**src/rtl/vt_label_mon.sv**
```systemverilog
module vt_label_mon #(
  parameter int LBL_W = 3,
  parameter int CNT_W = 4
) (
  input  logic             clk,
  input  logic             rst_n,
  input  logic             sf_valid,
  input  logic [7:0]       v5_byte,
  input  logic [CNT_W-1:0] persist_n,
  input  logic [LBL_W-1:0] exp_label,
  input  logic             uneq_mask,
  input  logic             plm_mask,
  input  logic             uneq_clr,
  input  logic             plm_clr,
  output logic [LBL_W-1:0] acc_label,
  output logic             uneq,
  output logic             plm,
  output logic             uneq_delta,
  output logic             plm_delta,
  output logic             irq,
  output logic             ais_uneq
);
  localparam logic [CNT_W-1:0] CNT_MAX = {CNT_W{1'b1}};
  localparam logic [LBL_W-1:0] LBL_NOCHK = LBL_W'(1);

  logic [LBL_W-1:0] rx_lbl, cand_q;
  logic [CNT_W-1:0] cnt_q, cnt_nx, thr;
  logic             eval_q, uneq_nx, plm_nx;

  assign rx_lbl = v5_byte[3:1];
  assign thr    = (persist_n == '0) ? CNT_W'(1) : persist_n;
  assign cnt_nx = (rx_lbl != cand_q) ? CNT_W'(1) :
                  (cnt_q == CNT_MAX) ? CNT_MAX : cnt_q + CNT_W'(1);

  always_ff @(posedge clk) begin
    if (!rst_n) begin
      cand_q    <= '0;
      cnt_q     <= '0;
      acc_label <= '0;
      eval_q    <= 1'b0;
    end else begin
      eval_q <= sf_valid;
      if (sf_valid) begin
        cand_q <= rx_lbl;
        cnt_q  <= cnt_nx;
        if (cnt_nx >= thr) acc_label <= rx_lbl;
      end
    end
  end

  assign uneq_nx = (acc_label == '0);
  assign plm_nx  = !uneq_nx && (exp_label != LBL_NOCHK) && (acc_label != exp_label);

  always_ff @(posedge clk) begin
    if (!rst_n) begin
      uneq       <= 1'b0;
      plm        <= 1'b0;
      uneq_delta <= 1'b0;
      plm_delta  <= 1'b0;
    end else begin
      if (eval_q) begin
        uneq <= uneq_nx;
        plm  <= plm_nx;
      end
      if (eval_q && (uneq_nx != uneq)) uneq_delta <= 1'b1;
      else if (uneq_clr)               uneq_delta <= 1'b0;
      if (eval_q && (plm_nx != plm))   plm_delta <= 1'b1;
      else if (plm_clr)                plm_delta <= 1'b0;
    end
  end

  assign irq      = (uneq_delta && !uneq_mask) || (plm_delta && !plm_mask);
  assign ais_uneq = uneq;


  acc_hold_chk: assert property (@(posedge clk) disable iff (!rst_n)
    !sf_valid |=> $stable(acc_label));

  acc_src_chk: assert property (@(posedge clk) disable iff (!rst_n)
    !$stable(acc_label) |-> acc_label == $past(v5_byte[3:1]));

  plm_gate_chk: assert property (@(posedge clk) disable iff (!rst_n)
    eval_q |=> !plm || ($past(acc_label) != '0 && $past(exp_label) != LBL_NOCHK));

  uneq_delta_chk: assert property (@(posedge clk) disable iff (!rst_n)
    !$stable(uneq) |-> uneq_delta);

  plm_delta_chk: assert property (@(posedge clk) disable iff (!rst_n)
    !$stable(plm) |-> plm_delta);

  irq_src_chk: assert property (@(posedge clk) disable iff (!rst_n)
    irq |-> (uneq_delta || plm_delta));
endmodule

```
**config.mk**
```make
export PLATFORM = sky130hd
export DESIGN_NAME = vt_label_mon
export DESIGN_NICKNAME = d
export VERILOG_FILES = /design/src/rtl/vt_label_mon.sv
export SDC_FILE = /design/constraint.sdc
export NUM_CORES = 1
export LEC_CHECK = 0
export CAP_MARGIN = 20
export CELL_PAD_IN_SITES_DETAIL_PLACEMENT = 1
export CELL_PAD_IN_SITES_GLOBAL_PLACEMENT = 2
export CORE_ASPECT_RATIO = 0.5
export CORE_UTILIZATION = 25
export DETAILED_ROUTE_END_ITERATION = 8
export GPL_ROUTABILITY_DRIVEN = 0
export HOLD_SLACK_MARGIN = 0.05
export PLACE_DENSITY = 0.8
export SLEW_MARGIN = 10
export SYNTH_ARGS = -nofsm -noshare
export SYNTH_HDL_FRONTEND = slang
export SYNTH_SLANG_ARGS = --single-unit
```
**constraint.sdc**
```tcl
create_clock -name clk -period 2.5 [get_ports clk]
set_input_delay 0.5 -clock clk [delete_from_list [all_inputs] [get_ports clk]]
set_output_delay 0.5 -clock clk [all_outputs]
set_load 0.02 [all_outputs]
```
==> run_results.csv <==
group,metric,value,unit
synth,number_of_flip_flops_and_latches_in_the_synthesized_netlist,15,
drt,routed-via-count,883,
run,drv.max_cap_violation_count,0,
placement,hpwlAfterDp,1740,um
sta,final.min_clock_period,2.23,ns
power_and_ir_drop,p_per_area,437,nW/um^2
drt,drt.antenna.violating_nets,0,
worst_hold_path,worstHoldPathType,"reg2reg",
critical_path,path_cells,"dlymetal6s2s_1, xor2_1, nor3_2, buf_4, a21boi_4, ha_1, a21o_1, a211oi_2, o21ai_0, a21oi_1",
synth,mappedNetlistNets,132,
critical_path,data_arrival_time_of_the_critical_path,2.41,ns
sta,setup_violations,0,
clocking,num_cts_buffers,3,
global_route,globalRouteMet2Util,23.2,%
global_route,grt.overflow.total,0,
global_route,met1_usage,15.0,%
floorplan,row_count,14,
sta,worst_slack,0.268,ns
critical_path,crit_path_max_incr_delay,0.30,ns
drt,drtPass1Iterations,4,
clocking,postCtsHoldBufs,0,
critical_path,critical_path.max_fanout,3,
floorplan,initial_utilization,27.9,%
synth,synth_top_area_share,33.8,%
placement,preCtsSetupSlack,-0.349,ns
placement,place.port_buffers,25,
clocking,root_buffer,"sky130_fd_sc_hd__clkbuf_8",
floorplan,design.portCount,31,
clocking,cts_tree,"built",
floorplan,die_x,86.3,um
synth,netlist_instances,105,
critical_path,timing_worst_setup_path_type,"in2reg",
synth,synth_cell_type_count,39,
status,status,"complete, no violations",
drt,remaining_drc_errors,0,
critical_path,critPathCaptureType,"register",
global_route,groute.layer.met3.usage,3.92,%
clocking,clock_insertion_delay_worst_skew,0.25,ns
critical_path,worst-endpoint-required,2.68,ns
sta,share_of_the_clock_period_used_by_the_worst_path,89.3,%
cells_and_area,final_net_count,170,
sta,slew-limit-headroom,66.9,%
synth,dominant_cell_by_count_in_the_synthesized_netlist,"sky130_fd_sc_hd__dfxtp_1",
global_route,grt_pass1_wl,3760,um
drt,totalWireLength,2220,um
power_and_ir_drop,total_power,583,uW
drt,post_drt_wl_per_cell,11.7,um
synth,synthesis.area_per_instance,8.46,sq um
clocking,cts.reportedPaths.clkPinSlew,0.06,ns
synth,synth_warn,0,
drt,dr.first_iter.drc_count,20,
synth,synth.largest_area_cell,"sky130_fd_sc_hd__dfxtp_1",
global_route,initial_antenna_violation_count,0,
sta,hold_viol_final,0,
synth,synth_edf_count,0,
cells_and_area,fill_cells,397,
floorplan,floorplan.die_area,3810,sq um
sta,rsz0062_at_grt,"no",
clocking,clock_sink_count,15,
power_and_ir_drop,cellLeakagePower,0.554,nW
global_route,top_usage_layer,"met2",
global_route,grt_use_total,12.9,%
synth,synth-async-reset-ratio,0,%
sta,skew,0.00377,ns
floorplan,die_y,44.2,um
drt,post_drt_via_cell_ratio,4.65,
power_and_ir_drop,vdd.ir_drop.worst,0.167,mV
clocking,cts.htree.levels,1,
synth,synth_top_cells_by_count,"sky130_fd_sc_hd__dfxtp_1 (15), sky130_fd_sc_hd__nor2_1 (14), sky130_fd_sc_hd__inv_1 (8)",
clocking,cts-root-to-sink-buffers,2,
cells_and_area,final_layout_size_suffix_gt1_share,16.2,%
synth,synthesis.area,888,sq um
cells_and_area,antenna_cells_inserted,0,
sta,slew_viol_final,0,
sta,worst_hold_check_slack,0.519,ns
critical_path,cp_slowest_cell,"sky130_fd_sc_hd__a211oi_2",
floorplan,fp.coreArea,3190,sq um
synth,postSynth.topFlopCell,"sky130_fd_sc_hd__dfxtp_1",
cells_and_area,layout_area_growth_over_synthesis,50.3,%
synth,most_area_consuming_cells_after_synthesis,"sky130_fd_sc_hd__dfxtp_1 (34%), sky130_fd_sc_hd__ha_1 (7.0%), sky130_fd_sc_hd__nor2_1 (5.9%)",
sta,fmax,448,MHz
critical_path,start_kind,"input pin",
global_route,first_global_vias,845,
global_route,grt_start_max_net_pins,15,
synth,sequential_area_share_after_synthesis,33.8,%
sta,worst-slew-pin-transition,0.496,ns
[repair_timing]
| action | 4_1_cts | 5_1_grt |
|---|---|---|
| buffers inserted | 1 | 0 |
| pin swaps | 4 | 8 |
| endpoints found under the setup margin | 3 | 3 |
| resized for setup | 2 | 5 |
[stage by stage]
step,instances,TNS [ns],area (sq um),utilization [%]
CTS,190,0,1320,41.2
global placement,185,-0.925,1260,39.4
detailed placement,185,-1.03,1260,39.4
global route,190,0,1340,41.9
finish,190,0,1340,41.9
floorplan,105,0,888,-
[power breakdown]
group | internal (mW) | total, mW | switching, mW
sequential | 0.248 | 0.257 | 0.00872
clock | 0.113 | 0.201 | 0.0879
combinational | 0.0702 | 0.126 | 0.0554
total | 0.431 | 0.583 | 0.152
[area by class of cell]
type / instances / area (sq um) / area share (%)
multi-input cells: 79 / 559 / 41.9
repair buffers: 36 / 340 / 25.5
clock buffers: 4 / 45.0 / 3.37
flip-flops and latches: 15 / 300 / 22.5
inverters: 8 / 30.0 / 2.25
well taps: 48 / 60.1 / 4.50
[path summary, 6_finish.rpt]
| path | from | endpoint | slack, ns | cells past startpoint |
|---|---|---|---|---|
| worst min-delay path | cand_q[2] | cand_q[2] | 0.52 | 2 |
| worst max-delay path | v5_byte[3] | acc_label[1] | 0.27 | 10 |
| worst min register to register | cand_q[2] | cand_q[2] | 0.52 | 2 |
| worst max register to register | cnt_q[0] | acc_label[1] | 0.28 | 9 |
[worst max-delay path: cells and delay by family]
family / cells / cell delay (ns)
and+or+nand+nor: 1 / 0.24
adders and majority gates: 1 / 0.24
xor gates and xnor gates: 1 / 0.15
AOI/OAI and AO/OA: 5 / 0.96
buffers and inverters: 2 / 0.31
[metal layers]
metal	wire, um	vias to the layer above
met5	0	-
met4	23	0
met3	62	2
met2	1040	12
met1	1100	416
li1	-	453
[cells by family after synthesis]
logic type / share of synthesized area, %
muxes: 5.63
and+or+nand+nor: 20.8
AOI/OAI and AO/OA: 23.5
buffers and inverters: 5.21
adders and majority gates: 7.04
DFF: 33.8
xor gates and xnor gates: 3.94
[flip-flops by register name, summed over array words and instances, names as in the netlist]
name        flops
cnt_q           4
acc_label       3
cand_q          3
ais_uneq        1
eval_q          1
plm             1
plm_delta       1
uneq_delta      1
[cells in the final DEF, fill, tap and decap left out, types with 2 or more instances in the layout]
cell,n
sky130_fd_sc_hd__clkdlybuf4s50_1,22
sky130_fd_sc_hd__ha_1,5
sky130_fd_sc_hd__nand2b_1,2
sky130_fd_sc_hd__xor2_1,4
sky130_fd_sc_hd__o21ai_0,5
sky130_fd_sc_hd__nand2_1,2
sky130_fd_sc_hd__nor3b_1,2
sky130_fd_sc_hd__buf_4,11
sky130_fd_sc_hd__clkbuf_8,3
sky130_fd_sc_hd__inv_1,8
sky130_fd_sc_hd__nor2_1,14
sky130_fd_sc_hd__a211oi_1,3
sky130_fd_sc_hd__a21oi_1,5
sky130_fd_sc_hd__dfxtp_1,15
sky130_fd_sc_hd__mux2i_1,5
sky130_fd_sc_hd__dlymetal6s2s_1,3
sky130_fd_sc_hd__nand3_1,6
(Power assumes the default switching activity.)
